<file path="src/rtl/pllcfg_pkg.sv">
package pllcfg_pkg;
    localparam int unsigned MIN_REF_KHZ = 2000;
    localparam int unsigned LP_STEP     = 40000;
    localparam int unsigned BAND3_MIN   = 501000;
    localparam int unsigned BAND2_MIN   = 251000;
    localparam int unsigned BAND1_MIN   = 126000;

    typedef enum logic [3:0] {
        ST_IDLE,
        ST_PRE_GO,
        ST_PRE_WAIT,
        ST_MUL_GO,
        ST_MUL_WAIT,
        ST_ACH_GO,
        ST_ACH_WAIT,
        ST_LP_GO,
        ST_LP_WAIT,
        ST_PACK
    } calc_state_t;
endpackage

</file>
<file path="src/rtl/pllcfg_restoring_div.sv">
module pllcfg_restoring_div #(
    parameter int W = 40
) (
    input  logic         clk,
    input  logic         rst_n,
    input  logic         go,
    input  logic [W-1:0] num,
    input  logic [W-1:0] den,
    output logic         busy,
    output logic         done,
    output logic [W-1:0] quo,
    output logic [W-1:0] rem
);
    localparam int CNT_W = $clog2(W + 1);

    logic [W-1:0]   rem_q, quo_q, den_q, num_q;
    logic [CNT_W-1:0] cnt_q;
    logic           busy_q, done_q;
    logic [W:0]     shifted, trial;

    always_comb begin
        shifted = {rem_q, quo_q[W-1]};
        trial   = shifted - {1'b0, den_q};
    end

    always_ff @(posedge clk or negedge rst_n) begin
        if (!rst_n) begin
            rem_q  <= '0;
            quo_q  <= '0;
            den_q  <= '0;
            num_q  <= '0;
            cnt_q  <= '0;
            busy_q <= 1'b0;
            done_q <= 1'b0;
        end else begin
            done_q <= 1'b0;
            if (go && !busy_q) begin
                rem_q  <= '0;
                quo_q  <= num;
                num_q  <= num;
                den_q  <= den;
                cnt_q  <= CNT_W'(W);
                busy_q <= 1'b1;
            end else if (busy_q) begin
                if (!trial[W]) begin
                    rem_q <= trial[W-1:0];
                    quo_q <= {quo_q[W-2:0], 1'b1};
                end else begin
                    rem_q <= shifted[W-1:0];
                    quo_q <= {quo_q[W-2:0], 1'b0};
                end
                cnt_q <= cnt_q - 1'b1;
                if (cnt_q == CNT_W'(1)) begin
                    busy_q <= 1'b0;
                    done_q <= 1'b1;
                end
            end
        end
    end

    assign busy = busy_q;
    assign done = done_q;
    assign quo  = quo_q;
    assign rem  = rem_q;

    AST_DIV_REM_BOUND: assert property (@(posedge clk) disable iff (!rst_n)
        done_q |-> (rem_q < den_q));
    AST_DIV_IDENTITY: assert property (@(posedge clk) disable iff (!rst_n)
        done_q |-> (({{W{1'b0}}, quo_q} * {{W{1'b0}}, den_q}) + {{W{1'b0}}, rem_q}
                    == {{W{1'b0}}, num_q}));
endmodule

</file>
<file path="src/rtl/pllcfg_band.sv">
module pllcfg_band #(
    parameter int W = 40
) (
    input  logic [W-1:0] rate,
    output logic [1:0]   band
);
    import pllcfg_pkg::*;

    always_comb begin
        if (rate >= W'(BAND3_MIN))      band = 2'd3;
        else if (rate >= W'(BAND2_MIN)) band = 2'd2;
        else if (rate >= W'(BAND1_MIN)) band = 2'd1;
        else                            band = 2'd0;
    end
endmodule

</file>
<file path="src/rtl/pllcfg_calc.sv">
module pllcfg_calc #(
    parameter int REF_W  = 32,
    parameter int RATE_W = 32,
    parameter int PDIV_W = 5,
    parameter int MUL_W  = 8,
    parameter int LP_W   = 6,
    parameter int DIV_W  = REF_W + MUL_W
) (
    input  logic              clk,
    input  logic              rst_n,
    input  logic              start,
    input  logic [REF_W-1:0]  ref_khz,
    input  logic [RATE_W-1:0] rate_kbps,
    output logic              busy,
    output logic              done,
    output logic [15:0]       cfg_word,
    output logic [DIV_W-1:0]  ach_kbps,
    output logic [LP_W-1:0]   lp_div,
    output logic              mul_ovf,
    output logic              ref_err
);
    import pllcfg_pkg::*;

    localparam logic [PDIV_W-1:0] PDIV_MAX = '1;
    localparam logic [MUL_W-1:0]  MUL_MAX  = '1;

    calc_state_t state_q, state_d;

    logic [REF_W-1:0]  ref_q;
    logic [RATE_W-1:0] rate_q;
    logic [PDIV_W-1:0] pre_q;
    logic [MUL_W-1:0]  mul_q;
    logic              ovf_q;
    logic [DIV_W-1:0]  ach_q;
    logic [LP_W-1:0]   lp_q;

    logic              div_go, div_busy, div_done;
    logic [DIV_W-1:0]  div_num, div_den, div_quo, div_rem;
    logic [1:0]        band;

    logic [PDIV_W-1:0] pre_sel;
    logic [DIV_W-1:0]  mul_ceil;
    logic              mul_big;
    logic [LP_W-1:0]   lp_sel;

    // ---------------- state register ----------------
    always_ff @(posedge clk or negedge rst_n) begin
        if (!rst_n) state_q <= ST_IDLE;
        else        state_q <= state_d;
    end

    // ---------------- next state ----------------
    always_comb begin
        state_d = state_q;
        unique case (state_q)
            ST_IDLE:     if (start && (ref_khz != '0)) state_d = ST_PRE_GO;
            ST_PRE_GO:   state_d = ST_PRE_WAIT;
            ST_PRE_WAIT: if (div_done) state_d = ST_MUL_GO;
            ST_MUL_GO:   state_d = ST_MUL_WAIT;
            ST_MUL_WAIT: if (div_done) state_d = ST_ACH_GO;
            ST_ACH_GO:   state_d = ST_ACH_WAIT;
            ST_ACH_WAIT: if (div_done) state_d = ST_LP_GO;
            ST_LP_GO:    state_d = ST_LP_WAIT;
            ST_LP_WAIT:  if (div_done) state_d = ST_PACK;
            ST_PACK:     state_d = ST_IDLE;
            default:     state_d = ST_IDLE;
        endcase
    end

    // ---------------- divider operand select ----------------
    always_comb begin
        div_go  = 1'b0;
        div_num = '0;
        div_den = DIV_W'(1);
        unique case (state_q)
            ST_PRE_GO: begin
                div_go  = 1'b1;
                div_num = DIV_W'(ref_q);
                div_den = DIV_W'(MIN_REF_KHZ);
            end
            ST_MUL_GO: begin
                div_go  = 1'b1;
                div_num = DIV_W'(rate_q) * DIV_W'(pre_q);
                div_den = DIV_W'(ref_q);
            end
            ST_ACH_GO: begin
                div_go  = 1'b1;
                div_num = DIV_W'(ref_q) * DIV_W'(mul_q);
                div_den = DIV_W'(pre_q);
            end
            ST_LP_GO: begin
                div_go  = 1'b1;
                div_num = ach_q;
                div_den = DIV_W'(LP_STEP);
            end
            default: begin
                div_go  = 1'b0;
            end
        endcase
    end

    pllcfg_restoring_div #(.W(DIV_W)) div_i (
        .clk   (clk),
        .rst_n (rst_n),
        .go    (div_go),
        .num   (div_num),
        .den   (div_den),
        .busy  (div_busy),
        .done  (div_done),
        .quo   (div_quo),
        .rem   (div_rem)
    );

    pllcfg_band #(.W(DIV_W)) band_i (
        .rate (ach_q),
        .band (band)
    );

    // ---------------- quotient post-processing ----------------
    always_comb begin
        if (div_quo == '0)                     pre_sel = PDIV_W'(1);
        else if (div_quo > DIV_W'(PDIV_MAX))   pre_sel = PDIV_MAX;
        else                                   pre_sel = div_quo[PDIV_W-1:0];
        mul_ceil = div_quo + DIV_W'(div_rem != '0);
        mul_big  = mul_ceil > DIV_W'(MUL_MAX);
        lp_sel   = div_quo[LP_W-1:0] - 1'b1;
    end

    // ---------------- working registers ----------------
    always_ff @(posedge clk or negedge rst_n) begin
        if (!rst_n) begin
            ref_q  <= '0;
            rate_q <= '0;
            pre_q  <= '0;
            mul_q  <= '0;
            ovf_q  <= 1'b0;
            ach_q  <= '0;
            lp_q   <= '0;
        end else begin
            unique case (state_q)
                ST_IDLE: if (start) begin
                    ref_q  <= ref_khz;
                    rate_q <= rate_kbps;
                end
                ST_PRE_WAIT: if (div_done) pre_q <= pre_sel;
                ST_MUL_WAIT: if (div_done) begin
                    mul_q <= mul_big ? MUL_MAX : mul_ceil[MUL_W-1:0];
                    ovf_q <= mul_big;
                end
                ST_ACH_WAIT: if (div_done) ach_q <= div_quo;
                ST_LP_WAIT:  if (div_done) lp_q <= lp_sel;
                default: ;
            endcase
        end
    end

    // ---------------- outputs ----------------
    always_ff @(posedge clk or negedge rst_n) begin
        if (!rst_n) begin
            done     <= 1'b0;
            cfg_word <= '0;
            ach_kbps <= '0;
            lp_div   <= '0;
            mul_ovf  <= 1'b0;
            ref_err  <= 1'b0;
        end else begin
            done <= 1'b0;
            if (state_q == ST_IDLE && start && ref_khz == '0) begin
                done     <= 1'b1;
                cfg_word <= '0;
                ach_kbps <= '0;
                lp_div   <= '0;
                mul_ovf  <= 1'b0;
                ref_err  <= 1'b1;
            end else if (state_q == ST_PACK) begin
                done     <= 1'b1;
                cfg_word <= {band, 1'b0, pre_q, mul_q};
                ach_kbps <= ach_q;
                lp_div   <= lp_q;
                mul_ovf  <= ovf_q;
                ref_err  <= 1'b0;
            end
        end
    end

    assign busy = (state_q != ST_IDLE);

    // ---------------- assertions ----------------
    AST_NO_DONE_WHILE_BUSY: assert property (@(posedge clk) disable iff (!rst_n)
        busy |-> !done);
    AST_HOLD_BETWEEN_DONE: assert property (@(posedge clk) disable iff (!rst_n)
        !done |-> ($stable(cfg_word) && $stable(ach_kbps) && $stable(lp_div)));
    AST_DIV_IDLE_AT_GO: assert property (@(posedge clk) disable iff (!rst_n)
        div_go |-> !div_busy);
    AST_MUL_SATURATED: assert property (@(posedge clk) disable iff (!rst_n)
        (done && mul_ovf) |-> (cfg_word[7:0] == 8'hFF));
    AST_ERR_ALL_ZERO: assert property (@(posedge clk) disable iff (!rst_n)
        (done && ref_err) |-> (cfg_word == '0 && ach_kbps == '0 && lp_div == '0 && !mul_ovf));
    AST_PREDIV_NONZERO: assert property (@(posedge clk) disable iff (!rst_n)
        (done && !ref_err) |-> (cfg_word[12:8] != '0 && !cfg_word[13]));
    AST_TOP_BAND: assert property (@(posedge clk) disable iff (!rst_n)
        (done && ach_kbps >= DIV_W'(BAND3_MIN)) |-> (cfg_word[15:14] == 2'd3));
endmodule

</file>
<file path="config.mk">
export PLATFORM = sky130hd
export DESIGN_NAME = pllcfg_calc
export DESIGN_NICKNAME = d
export VERILOG_FILES = /design/src/rtl/pllcfg_pkg.sv /design/src/rtl/pllcfg_restoring_div.sv /design/src/rtl/pllcfg_band.sv /design/src/rtl/pllcfg_calc.sv
export SDC_FILE = /design/constraint.sdc
export NUM_CORES = 2
export LEC_CHECK = 0
export BUFFER_PORTS_ARGS = -buffer_cell sky130_fd_sc_hd__buf_2
export CORE_ASPECT_RATIO = 0.7
export CORE_MARGIN = 5
export CORE_UTILIZATION = 60
export CTS_BUF_LIST = sky130_fd_sc_hd__clkbuf_4
export DETAILED_ROUTE_END_ITERATION = 8
export HOLD_SLACK_MARGIN = 0.02
export PLACE_DENSITY_LB_ADDON = 0.05
export SYNTH_ARGS = -nofsm -noshare
export SYNTH_HDL_FRONTEND = slang
export SYNTH_HIERARCHICAL = 1
export SYNTH_SLANG_ARGS = --single-unit
</file>
<file path="constraint.sdc">
create_clock -name clk -period 8.3 [get_ports clk]
set_clock_uncertainty 0.15 [all_clocks]
set_input_delay 0.415 -clock clk [delete_from_list [all_inputs] [get_ports clk]]
set_output_delay 0.415 -clock clk [all_outputs]
set_load 0.02 [all_outputs]
</file>
* After elaboration in Yosys (flattened, before gate mapping) *
Index checks and enable logic that the tools add are counted.

word-level totals
  input port bits = 67
  ROM bits = 0
  output and inout bits = 66
  word-level logic and storage cells = 107
  memory bits (writable) = 0
  memories kept = 0
  bits in latches = 0
  register bits = 321

operators by class
  mux-type cells = 41
  bitwise gates (word level) = 0
  reduce and logical (&&, ||, !) cells = 20
  div/mod/pow operators = 0
  order comparisons = 5
  shift operators = 0
  eq/ne operators = 15
  add/sub/neg operators = 4
  multipliers = 2

operator list
  kind                                                            number
  two-way mux 40 bit                                              7
  case mux 40 bit (4 select lines)                                1
  case mux 32 bit (4 select lines)                                1
  subtractor 41 x 40 -> 41 bit                                    1
  adder 40 x 1 -> 40 bit                                          1
  >= comparator 40 x 17 -> 1 bit, second input constant           1
  >= comparator 40 x 18 -> 1 bit, second input constant           1
  >= comparator 40 x 19 -> 1 bit, second input constant           1
  greater-than comparator 40 x 5 -> 1 bit, second input constant  1
  greater-than comparator 40 x 8 -> 1 bit, second input constant  1
  zero test 40 bit                                                1
  multiplier 32 x 8 -> 40 bit                                     1
  nonzero test 40 bit                                             1
  multiplier 32 x 5 -> 37 bit                                     1
  case mux 4 bit (9 select lines)                                 1
  zero test 32 bit                                                1
  two-way mux 16 bit                                              2
  nonzero test 32 bit                                             1
  two-way mux 6 bit                                               4
  two-way mux 4 bit                                               5
  equality test 4 x 3 -> 1 bit, second input constant             4
  two-way mux 1 bit                                               15
  subtractor 6 x 1 -> 6 bit, second input constant                2
  two-way mux 5 bit                                               2
  other kinds (16)                                                30

* Logic depth before layout (Yosys ltp) *
  word-level depth = 6
  mapped depth = 23

* Hierarchy *
Netlist, hierarchy kept.

by module, submodules not included
  module                cells each  area an instance (um2)  seq. area each (um2)  times used
  pllcfg_calc           2,527       22,480.3                4,804.6               1
  pllcfg_restoring_div  867         7,744.9                 3,203.1               1
  pllcfg_band           36          235.2                   0.0                   1

* Worst setup path before layout *
Ideal clock, no wire load.

  path kind = reg-to-reg
  from = register mul_q[7]
  to = register div_i.quo_q[36], in the netlist div_i/quo[36]
  cell stages (with the launch flop) = 22
  slack = 2.561 ns
  path buffers = 1
  arrival = 5.455 ns
  setup time = 0.134 ns
  required time = 8.016 ns
  cells stage by stage = dfrtp_1 > clkbuf_1 > nand2_1 > fa_1 > fa_1 > inv_1 > fa_1 > inv_1 > fa_1 > inv_1 > ha_1 > nand2_1 > o311a_1 > o31ai_2 > a21boi_1 > a2111oi_0 > a211oi_1 > o21ai_1 > a2111o_1 > o2111ai_1 > mux2i_1 > o21ai_0

between the ends
  longest elaborated chain between the ends = 3

RTL lines
  what                              RTL line                    source
  from (decl)                       pllcfg_calc.sv:32           logic [MUL_W-1:0] mul_q;
  from (signal assigned)            pllcfg_calc.sv:147          mul_q <= mul_big ? MUL_MAX : mul_ceil[MUL_W-1:0];
  multiplier 32 x 8 -> 40 bit       pllcfg_calc.sv:88           div_num = DIV_W'(ref_q) * DIV_W'(mul_q);
  case mux 40 bit (4 select lines)  pllcfg_calc.sv:75           unique case (state_q)
  net div_num[36]                   pllcfg_calc.sv:38           logic [DIV_W-1:0] div_num, div_den, div_quo, div_rem;
  two-way mux 40 bit                pllcfg_restoring_div.sv:37  if (go && !busy_q) begin
  to (signal assigned)              pllcfg_restoring_div.sv:39  quo_q <= num;
  to (signal assigned)              pllcfg_restoring_div.sv:47  quo_q <= {quo_q[W-2:0], 1'b1};
  to (signal assigned)              pllcfg_restoring_div.sv:50  quo_q <= {quo_q[W-2:0], 1'b0};
  to (decl)                         pllcfg_restoring_div.sv:16  logic [W-1:0] rem_q, quo_q, den_q, num_q;

The timed path passes the listed nets, and every way through them passes these cells.
A chain may end at the register's enable or synchronous reset.

* Final worst setup path *
  from = register pre_q[4]
  to = register div_i.quo_q[36], in the netlist div_i/quo[36]

between the ends
  longest elaborated chain between the ends = 3

RTL lines
  what                              RTL line                    source
  from (decl)                       pllcfg_calc.sv:31           logic [PDIV_W-1:0] pre_q;
  from (signal assigned)            pllcfg_calc.sv:145          ST_PRE_WAIT: if (div_done) pre_q <= pre_sel;
  multiplier 32 x 5 -> 37 bit       pllcfg_calc.sv:83           div_num = DIV_W'(rate_q) * DIV_W'(pre_q);
  case mux 40 bit (4 select lines)  pllcfg_calc.sv:75
  net div_num[36]                   pllcfg_calc.sv:38
  two-way mux 40 bit                pllcfg_restoring_div.sv:37

The timed path passes the listed nets, and every way through them passes these cells.

==> impl_metrics.tcl <==
set metrics [dict create \
    status "complete, but fails checks" \
    violations "hold timing" \
    finalCriticalPeriod_ns 6.85 \
    final_cells 4292 \
    dieWidth_um 279 \
    cts_sinks 320 \
    routed_via_density 6.11 \
    path_max_fanout 34 \
    final_nets 4047 \
    maxCapViolCount 0 \
    drcViolationCount 0 \
    overflow 0 \
    synthAdderAreaFrac 0.240 \
    finalHoldViolations 4 \
    cts_tree "yes" \
    hold_path_class "input port to async pin" \
    clockBufferDepth 3 \
    place_hpwl_um 70400 \
    muxShareOfSynthArea 0.0642 \
    antenna_found_initial 5 \
    irDropWorstVdd_mv 0.0936 \
    num-fill-cells 4277 \
    dr_total_vias 26200 \
    p_leak_uw 0.0163 \
    rsz0062_at_grt "no" \
    place_congestion 0.994 \
    yosysWarnings 6 \
    synth_edf_count 0 \
    ant_nets 0 \
    grt_first_pass_wirelength_um 150000 \
    multi_input_area_um2 20400 \
    p_per_area_nw_per_um2 103 \
    synth_top_area_frac 0.263 \
    synth-simple-area-share 0.185 \
    end_kind "register" \
    synth_compound_gate_area_share 0.145 \
    num_rows 69 \
    wl_per_cell_um 22.0 \
    drive_above_1_share 0.121 \
    ys_seq_area_frac 0.263 \
    synth_area_leaders "dfrtp_1 (26%), fa_1 (18%), nand2_1 (6.3%), ha_1 (6.2%), and2_1 (5.8%)" \
    clk_transition_reported_paths_ns 0.07 \
    synth_cell_type_count 94 \
    synth-xor-area-share 0.0327 \
    cts_made_buffers 85 \
    synth_top_area_cell "dfrtp_1" \
    synth_top_family_by_area "adder cells" \
    worst_pin_slew_ns 1.31 \
    seq_area_um2 8010 \
    finalSetupViolations 0 \
    die_y_um 199 \
    htreeDepth 3 \
    synth-seq-cells 320 \
    worst-setup-path-type "register to register" \
    grt_max_degree 153 \
    track_usage 0.343 \
    syn_area_um2 30500 \
    postSynthAreaPerCell_um2 8.88 \
    dieArea_um2 55400 \
    clk-insertion-delay-late_ns 0.89 \
    initial_core_util 0.603 \
    slew-limit-headroom 0.128 \
    cp-start-kind "register" \
    tns_ns 0 \
    synth-async-reset-ratio 1.00 \
    worstPathRequired_ns 8.83 \
    ios 133 \
    drt-total-wl_um 94500 \
    syn_inst 3430 \
    portBuffers 131 \
    fmax_mhz 146 \
    area_delta_synth_final_pct 9.29 \
    drtPass1Iterations 6 \
    dr.first_iter.drc_count 2919 \
    placedCellCount 4079 \
    period_share 0.826 \
    coreArea_um2 50500 \
    fin_hold_ws_ns -0.0243 \
    drv_slew 0 \
    synth_ff_type "dfrtp_1" \
    grt_pass1_vias 26200 \
    cts-root-buf "clkbuf_4" \
    worst-endpoint-arrival_ns 7.39 \
]
## what timing repair did
item,CTS,global route
hold endpoints to repair,171,0
buffers inserted,0,0
gates resized for setup,0,0
hold buffers,66,0
## worst max-delay path: stages, from the launching register on
cell	delay, ns
dfrtp_1	1.17
nand2_1	0.20
fa_1	0.56
fa_1	0.51
fa_1	0.55
inv_1	0.04
ha_1	0.34
nor2b_1	0.17
o31ai_1	0.62
a211oi_1	0.27
o21ai_0	0.71
o31a_1	0.24
o21ai_0	0.15
a221oi_1	0.36
xnor2_1	0.25
o2111ai_1	0.16
mux2i_1	0.16
o21ai_0	0.09
## power by group
| part | internal [µW] | switching (µW) | total [µW] |
|---|---|---|---|
| combinational | 142 | 199 | 341 |
| clock | 755 | 733 | 1490 |
| sequential | 1570 | 15.4 | 1590 |
| total | 2470 | 947 | 3420 |
## final timing paths
check / cells past startpoint / slack (ns) / from / end
setup / recovery: 17 / 1.45 / pre_q[4] / div_i/quo[36]
min in group clk: 3 / 0.16 / rate_kbps[7] / rate_q[7]
max in group asynchronous: 3 / 6.47 / rst_n / div_i/busy
setup reg to reg: 17 / 1.45 / pre_q[4] / div_i/quo[36]
hold / removal: 2 / -0.02 / rst_n / ref_q[21]
hold reg to reg: 1 / 0.33 / ref_err / ref_err
## logic make-up (layout without fill, tap and decap cells)
group / after synthesis / count (layout)
AND/OR/NAND/NOR: 1142 / 1142
flip-flops: 320 / 320
AO/OA/AOI/OAI: 699 / 699
XOR/XNOR: 113 / 113
multiplexers: 182 / 182
other: 1 / 11
buffers and inverters: 551 / 729
adder cells (fa/ha/maj): 422 / 422
## layout make-up
class | count | share of cell area
diodes | 2 | 0.000150
clock buffers | 119 | 0.0268
clock inverters | 26 | 0.00590
inverters | 360 | 0.0406
multi-input cells | 2567 | 0.614
flip-flops and latches | 320 | 0.241
well taps | 674 | 0.0253
repair buffers | 224 | 0.0463
## metal layers
metal | routed length [µm] | part of all wire | vias up | track usage
met4 | 2970 | 0.031 | 0 | 0.102
met1 | 43000 | 0.45 | 12900 | 0.527
met3 | 10800 | 0.11 | 197 | 0.101
li1 | - | - | 11800 | -
met2 | 37700 | 0.40 | 1283 | 0.468
met5 | 0 | 0 | - | 0
## stage by stage
step	util	area (µm²)	total power (µW)	setup WS [ns]
after global routing	0.659	33300	3560	1.14
final	0.659	33300	3420	1.45
after floorplan	-	30500	1820	2.56
after detailed placement	0.624	31500	1930	1.55
after global placement	0.624	31500	1920	1.72
after CTS	0.659	33300	3440	1.56
## cell usage after synthesis, drive strengths merged, types with 4 or more instances
| cell | n |
|---|---|
| a2111oi | 6 |
| a211o | 7 |
| a211oi | 17 |
| a21o | 56 |
| a21oi | 142 |
| a221o | 4 |
| a221oi | 5 |
| a222oi | 19 |
| a22o | 8 |
| a22oi | 16 |
| a31oi | 23 |
| a32oi | 4 |
| a41o | 4 |
| a41oi | 5 |
| and2 | 281 |
| and3 | 14 |
| and4 | 7 |
| buf | 20 |
| clkbuf | 171 |
| dfrtp | 320 |
| fa | 271 |
| ha | 151 |
| inv | 360 |
| mux2 | 108 |
| mux2i | 74 |
| nand2 | 511 |
| nand2b | 19 |
| nand3 | 53 |
| nand4 | 33 |
| nor2 | 96 |
| nor2b | 27 |
| nor3 | 31 |
| nor3b | 5 |
| nor4 | 39 |
| o211ai | 18 |
| o21a | 15 |
| o21ai | 268 |
| o21bai | 15 |
| o221ai | 15 |
| o22ai | 7 |
| o31ai | 10 |
| or2 | 6 |
| or3 | 7 |
| xnor2 | 66 |
| xor2 | 47 |
## registers in the layout, indices dropped and copies added, names as in the netlist, 15 cells and up
| signal | flops |
|---|---|
| ach_kbps | 40 |
| rate_q | 32 |
| div_i/rem | 40 |
| div_i/quo | 40 |
| div_i/den_q | 40 |
| ach_q | 40 |
| cfg_word | 15 |
| ref_q | 32 |
## cells in the final DEF, fill, tap and decap left out, types with 16 or more instances in the layout
cell type and instances:
nand2_1 509, inv_1 359, dfrtp_1 319, and2_1 279, fa_1 271, o21ai_0 239, ha_1 151, a21oi_1 142
buf_2 130, clkbuf_4 119, mux2_2 108, nor2_1 91, mux2i_1 74, dlygate4sd3_1 66, xnor2_1 65, a21o_1 56
nand3_1 51, xor2_1 47, nor4_1 36, nand4_1 33, o21ai_1 28, nor2b_1 27, nor3_1 26, buf_4 26
a31oi_1 23, nand2b_1 19, a222oi_1 19, o211ai_1 18, clkinv_1 18, a22oi_1 16
Note: power is estimated with default switching activity, not from simulation.
